===== config.mk =====
export PLATFORM = sky130hd
export DESIGN_NAME = pll_div_search
export DESIGN_NICKNAME = d
export VERILOG_FILES = /design/src/rtl/pll_search_pkg.sv /design/src/rtl/pll_srch_div.sv /design/src/rtl/pll_div_search.sv
export SDC_FILE = /design/constraint.sdc
export NUM_CORES = 2
export LEC_CHECK = 0
export CORE_ASPECT_RATIO = 1.2
export CORE_MARGIN = 5
export CORE_UTILIZATION = 35
export DETAILED_ROUTE_END_ITERATION = 10
export REMOVE_ABC_BUFFERS = 1
export SLEW_MARGIN = 30
export SYNTH_ARGS = -nofsm -noshare
export SYNTH_HDL_FRONTEND = slang
export SYNTH_HIERARCHICAL = 1
export SYNTH_SLANG_ARGS = --single-unit

===== constraint.sdc =====
create_clock -name clk -period 10.9 [get_ports clk]
set_clock_uncertainty 0.15 [all_clocks]
set_input_delay 1.09 -clock clk [delete_from_list [all_inputs] [get_ports clk]]
set_output_delay 1.09 -clock clk [all_outputs]
set_load 0.01 [all_outputs]

===== src/rtl/pll_search_pkg.sv =====
package pll_search_pkg;
    typedef enum logic [2:0] {
        S_IDLE,
        S_MIN,
        S_MAX,
        S_FB,
        S_ACH
    } srch_state_e;
endpackage


===== src/rtl/pll_srch_div.sv =====
module pll_srch_div #(
    parameter int NUM_W = 64,
    parameter int DEN_W = 32
) (
    input  logic             clk,
    input  logic             rst_n,
    input  logic             go,
    input  logic [NUM_W-1:0] num,
    input  logic [DEN_W-1:0] den,
    output logic             busy,
    output logic             done,
    output logic [NUM_W-1:0] quot,
    output logic [DEN_W-1:0] rem
);
    localparam int CNT_W = $clog2(NUM_W + 1);

    typedef struct packed {
        logic             busy;
        logic             done;
        logic [CNT_W-1:0] cnt;
        logic [NUM_W-1:0] acc;
        logic [DEN_W-1:0] rem;
        logic [DEN_W-1:0] den;
    } div_t;

    div_t q, d;
    logic [DEN_W:0] trial;

    always_comb begin
        d       = q;
        d.done  = 1'b0;
        trial   = {q.rem, q.acc[NUM_W-1]};
        if (!q.busy) begin
            if (go) begin
                d.acc  = num;
                d.rem  = '0;
                d.den  = den;
                d.cnt  = CNT_W'(NUM_W);
                d.busy = 1'b1;
            end
        end else begin
            if (trial >= {1'b0, q.den}) begin
                d.rem = DEN_W'(trial - {1'b0, q.den});
                d.acc = {q.acc[NUM_W-2:0], 1'b1};
            end else begin
                d.rem = trial[DEN_W-1:0];
                d.acc = {q.acc[NUM_W-2:0], 1'b0};
            end
            d.cnt = q.cnt - 1'b1;
            if (q.cnt == CNT_W'(1)) begin
                d.busy = 1'b0;
                d.done = 1'b1;
            end
        end
    end

    always_ff @(posedge clk) begin
        if (!rst_n) q <= '0;
        else        q <= d;
    end

    assign busy = q.busy;
    assign done = q.done;
    assign quot = q.acc;
    assign rem  = q.rem;

    // A finished division leaves a remainder below the divisor (R3, R4 arithmetic)
    p_rem_below_den_r3: assert property (@(posedge clk) disable iff (!rst_n)
        (done && q.den != '0) |-> (rem < q.den));
    p_done_ends_busy_r1: assert property (@(posedge clk) disable iff (!rst_n)
        done |-> !busy);
endmodule


===== src/rtl/pll_div_search.sv =====
module pll_div_search
    import pll_search_pkg::*;
#(
    parameter int FREQ_W     = 32,
    parameter int PD_W       = 10,
    parameter int CMP_MIN_HZ = 5_000_000,
    parameter int CMP_MAX_HZ = 40_000_000,
    parameter int FB_MIN     = 12,
    parameter int FB_MAX     = 511,
    parameter int FB_GAP     = 15
) (
    input  logic              clk,
    input  logic              rst_n,
    input  logic              start,
    input  logic [FREQ_W-1:0] fref_hz,
    input  logic [FREQ_W-1:0] lane_hz,
    output logic              busy,
    output logic              done,
    output logic              found,
    output logic [PD_W-1:0]   prediv,
    output logic [$clog2(FB_MAX+1)-1:0] fbdiv,
    output logic [FREQ_W-1:0] rate_hz
);
    localparam int FB_W = $clog2(FB_MAX + 1);
    localparam int PW   = 2 * FREQ_W;
    localparam int PC_W = PD_W + 1;
    localparam logic [PW-1:0] PD_LIMIT = PW'((1 << PD_W) - 1);

    typedef struct packed {
        srch_state_e       st;
        logic [PC_W-1:0]   pd;
        logic [PC_W-1:0]   pmin;
        logic [PC_W-1:0]   pmax;
        logic [FREQ_W-1:0] fref;
        logic [FREQ_W:0]   tgt;
        logic [FB_W-1:0]   fb_cur;
        logic              best_ok;
        logic [PD_W-1:0]   best_pd;
        logic [FB_W-1:0]   best_fb;
        logic [PW-1:0]     best_ach;
        logic [PW-1:0]     best_err;
        logic              done;
        logic              found;
        logic [PD_W-1:0]   prediv;
        logic [FB_W-1:0]   fbdiv;
        logic [FREQ_W-1:0] rate;
        logic              div_go;
        logic [PW-1:0]     div_num;
        logic [FREQ_W-1:0] div_den;
    } srch_t;

    srch_t q, d;

    logic              dv_busy, dv_done;
    logic [PW-1:0]     dv_quot;
    logic [FREQ_W-1:0] dv_rem;

    pll_srch_div #(.NUM_W(PW), .DEN_W(FREQ_W)) u_div (
        .clk   (clk),
        .rst_n (rst_n),
        .go    (q.div_go),
        .num   (q.div_num),
        .den   (q.div_den),
        .busy  (dv_busy),
        .done  (dv_done),
        .quot  (dv_quot),
        .rem   (dv_rem)
    );

    logic [PC_W-1:0] quot_clamped;
    logic [PC_W-1:0] pd_next;
    logic [PW-1:0]   tgt_wide;
    logic [PW-1:0]   err;
    logic            fb_bad;
    logic            fin;
    logic            advance;

    always_comb begin
        d        = q;
        d.done   = 1'b0;
        d.div_go = 1'b0;
        fin      = 1'b0;
        advance  = 1'b0;
        tgt_wide = PW'(q.tgt);
        quot_clamped = (dv_quot > PD_LIMIT) ? PC_W'(PD_LIMIT) : PC_W'(dv_quot);
        fb_bad   = (dv_quot < PW'(FB_MIN)) || (dv_quot > PW'(FB_MAX)) ||
                   (dv_quot == PW'(FB_GAP));
        err      = (tgt_wide >= dv_quot) ? (tgt_wide - dv_quot) : (dv_quot - tgt_wide);
        pd_next  = q.pd + 1'b1;

        case (q.st)
            S_IDLE: begin
                if (start) begin
                    d.fref     = fref_hz;
                    d.tgt      = {lane_hz, 1'b0};
                    d.best_ok  = 1'b0;
                    d.best_err = '1;
                    d.div_num  = PW'(fref_hz) + PW'(CMP_MAX_HZ - 1);
                    d.div_den  = FREQ_W'(CMP_MAX_HZ);
                    d.div_go   = 1'b1;
                    d.st       = S_MIN;
                end
            end
            S_MIN: begin
                if (dv_done) begin
                    d.pmin    = quot_clamped;
                    d.pd      = quot_clamped;
                    d.div_num = PW'(q.fref);
                    d.div_den = FREQ_W'(CMP_MIN_HZ);
                    d.div_go  = 1'b1;
                    d.st      = S_MAX;
                end
            end
            S_MAX: begin
                if (dv_done) begin
                    d.pmax = quot_clamped;
                    if (q.pmin == '0 || q.pmin > quot_clamped) begin
                        fin = 1'b1;
                    end else begin
                        d.div_num = tgt_wide * PW'(q.pd);
                        d.div_den = q.fref;
                        d.div_go  = 1'b1;
                        d.st      = S_FB;
                    end
                end
            end
            S_FB: begin
                if (dv_done) begin
                    if (fb_bad) begin
                        advance = 1'b1;
                    end else begin
                        d.fb_cur  = FB_W'(dv_quot);
                        d.div_num = PW'(dv_quot[FB_W-1:0]) * PW'(q.fref);
                        d.div_den = FREQ_W'(q.pd);
                        d.div_go  = 1'b1;
                        d.st      = S_ACH;
                    end
                end
            end
            S_ACH: begin
                if (dv_done) begin
                    if (err < q.best_err) begin
                        d.best_ok  = 1'b1;
                        d.best_err = err;
                        d.best_ach = dv_quot;
                        d.best_pd  = PD_W'(q.pd);
                        d.best_fb  = q.fb_cur;
                    end
                    advance = 1'b1;
                end
            end
            default: d.st = S_IDLE;
        endcase

        if (advance) begin
            if (q.pd >= q.pmax) begin
                fin = 1'b1;
            end else begin
                d.pd      = pd_next;
                d.div_num = tgt_wide * PW'(pd_next);
                d.div_den = q.fref;
                d.div_go  = 1'b1;
                d.st      = S_FB;
            end
        end

        if (fin) begin
            d.st    = S_IDLE;
            d.done  = 1'b1;
            d.found = d.best_ok;
            if (d.best_ok) begin
                d.prediv = d.best_pd;
                d.fbdiv  = d.best_fb;
                d.rate   = d.best_ach[FREQ_W:1];
            end else begin
                d.rate   = '0;
            end
        end
    end

    always_ff @(posedge clk) begin
        if (!rst_n) q <= '0;
        else        q <= d;
    end

    assign busy    = (q.st != S_IDLE);
    assign done    = q.done;
    assign found   = q.found;
    assign prediv  = q.prediv;
    assign fbdiv   = q.fbdiv;
    assign rate_hz = q.rate;

    p_done_pulse_r1: assert property (@(posedge clk) disable iff (!rst_n)
        done |=> !done);
    p_busy_fall_done_r1: assert property (@(posedge clk) disable iff (!rst_n)
        $fell(busy) |-> done);
    p_pd_window_r2: assert property (@(posedge clk) disable iff (!rst_n)
        (q.st == S_ACH) |-> (q.pd != '0 && q.pd >= q.pmin && q.pd <= q.pmax));
    p_no_div_overlap_r2: assert property (@(posedge clk) disable iff (!rst_n)
        q.div_go |-> !dv_busy);
    p_fb_legal_r3: assert property (@(posedge clk) disable iff (!rst_n)
        (done && found) |-> (fbdiv >= FB_W'(FB_MIN) && fbdiv != FB_W'(FB_GAP)));
    p_none_zero_r6: assert property (@(posedge clk) disable iff (!rst_n)
        (done && !found) |-> (rate_hz == '0));
    p_hold_outputs_r9: assert property (@(posedge clk) disable iff (!rst_n)
        !done |-> ($stable(found) && $stable(prediv) && $stable(fbdiv) && $stable(rate_hz)));
endmodule


==> results.ini <==
[finish]
drive_gt1_frac=0.0516
final_util=0.379
fillCellCount=17618
most-common-layout-cells=nand2_1 (1284), inv_1 (980), fa_1 (752)
mostFrequentLayoutCell=nand2_1
syn_to_final_growth_pct=7.93
nets=8427

[clock_network]
clock_latency_ns=0.70
clock-sinks=512
post-cts-setup-buffers=0
cts_tree=built
cts_buffer_depth=3
holdBufCountCts=0
cts_resized=0
clkTransAtPathRegs_ns=0.07
cts_buffers=57
cts_root_buf=clkbuf_16
h-tree-depth=2

[sta]
drv_slew=0
setup_viol=0
hold_viol_final=0
worst_slack_ns=1.82
fin_crit_sh=0.833
rsz0062_at_grt=false
fin_hold_ws_ns=0.303
period_needed_ns=9.08
worst_pin_slew_ns=1.10
relSlewSlack=0.267
max_freq_ghz=0.110

[floorplanning]
rows=167
die_h_um=466
io_pins=121
start_util=0.351
die-area_um2=181000
die_width_um=390
coreArea_um2=172000

[power]
peakVddDrop_uv=380
powerDensity_nw_per_um2=115
clockPowerShare=0.293
intPower_mw=4.47
pwr-share-comb=0.429
p_sw_mw=3.05
swShare=0.405
p_leak_nw=28.7
seqPwrFrac=0.278

[detailed_routing]
num_vias=52616
drtPass1Iterations=5
ant_nets=0
detail_route.wl_per_cell_um=23.4
wl_um=223000
drc_errors=0
vias_per_cell=5.52
drtIter0Drc=4678

[critical_path]
cp_data_arrival_time_ns=9.46
critPathLaunchType=flip-flop
crit_path_end_kind=flip-flop
worstSetupPathType=reg2reg
critPathRequiredTime_ns=11.28
crit_fanout=28

[run_status]
outcome=finished, final reports clean

[hold_path]
hp-class=reg2reg

[yosys]
yosysWarnings=6
mappedNetlistArea_um2=60500
post_synth.cell_area_avg_um2=8.10
synthesis.instances=7470

[global_route]
grt_max_degree=111
grt_overflow_total=0
grt_util_all_layers=0.241
grt_pass1_vias=53227
antenna_found_initial=21
grt_pass1_wl_um=336000

[placement]
dp_hpwl_um=168000
port_buffers=120
post-place-ws_ns=1.96
gp_congestion=0.952

[flow_run]
maxCapViolations=0

power by group through the flow:
stage	combinational, mW	sequential [mW]	clock, mW
global placement	3.16	2.13	0
detailed placement	3.19	2.13	0
finish	3.23	2.09	2.20
global route	3.54	2.10	2.32
floorplan	2.25	2.12	0
CTS	3.21	2.09	2.25
sequential cells by signal, indices dropped and copies added, names as in the netlist:
name,cells
done,1
fbdiv,9
found,1
prediv,10
q,322
rate_hz,32
u_div/busy,1
u_div/done,1
u_div/q,39
u_div/quot,64
u_div/rem,32
critical path, cell delays in order (launching register included):
cell	delay (ns)
dfxtp_2	0.92
nand3_1	0.24
nor2_1	0.21
and3_1	0.20
nand2_1	0.08
nor2_1	0.31
xor2_1	0.71
nand2_1	0.24
fa_1	0.54
fa_1	0.54
inv_1	0.07
fa_1	0.44
fa_1	0.53
inv_1	0.06
fa_1	0.53
inv_1	0.04
ha_1	0.38
a21oi_1	0.35
o2111ai_1	0.16
a41oi_1	0.32
a21oi_1	0.25
a31oi_1	0.46
o221ai_1	0.33
a2111oi_0	0.48
nor3_1	0.13
xnor2_1	0.16
a21oi_1	0.08
path summary, 6_finish.rpt:
check	slack (ns)	from	depth (start not counted)	end
setup / recovery	1.82	q[397]	26	q[70]
hold / removal	0.30	rate_hz[5]	2	rate_hz[5]
hold reg to reg	0.30	rate_hz[5]	2	rate_hz[5]
setup reg to reg	1.82	q[397]	26	q[70]
metrics by stage:
stage / total power [mW] / cells / setup TNS (ns) / cell area [um2]
detailed placement: 5.32 / 9419 / 0 / 63200
finish: 7.53 / 9534 / 0 / 65300
global placement: 5.29 / 9417 / 0 / 63100
CTS: 7.55 / 9527 / 0 / 65300
global route: 7.96 / 9531 / 0 / 65300
floorplan: 4.37 / 6888 / -241.21 / 57900
per-layer routing:
metal,GRT usage,share of wire,vias to the layer above
li1,-,-,23595
met1,0.311,0.41,26277
met2,0.389,0.45,2235
met3,0.0398,0.078,487
met4,0.127,0.064,22
met5,0,0.00057,-
final cells by class:
cell class                      count  area [um2]  area share
Multi-Input combinational cell   5392       44100       0.675
Sequential cell                   512       10300       0.157
Inverter                          984        3700      0.0566
Tap cell                         2281        2850      0.0437
Timing Repair Buffer              252        2280      0.0350
Clock buffer                       66        1530      0.0234
Clock inverter                     42         558     0.00854
Antenna cell                        5        12.5    0.000192
No activity file was read; power rests on OpenSTA's default activity.
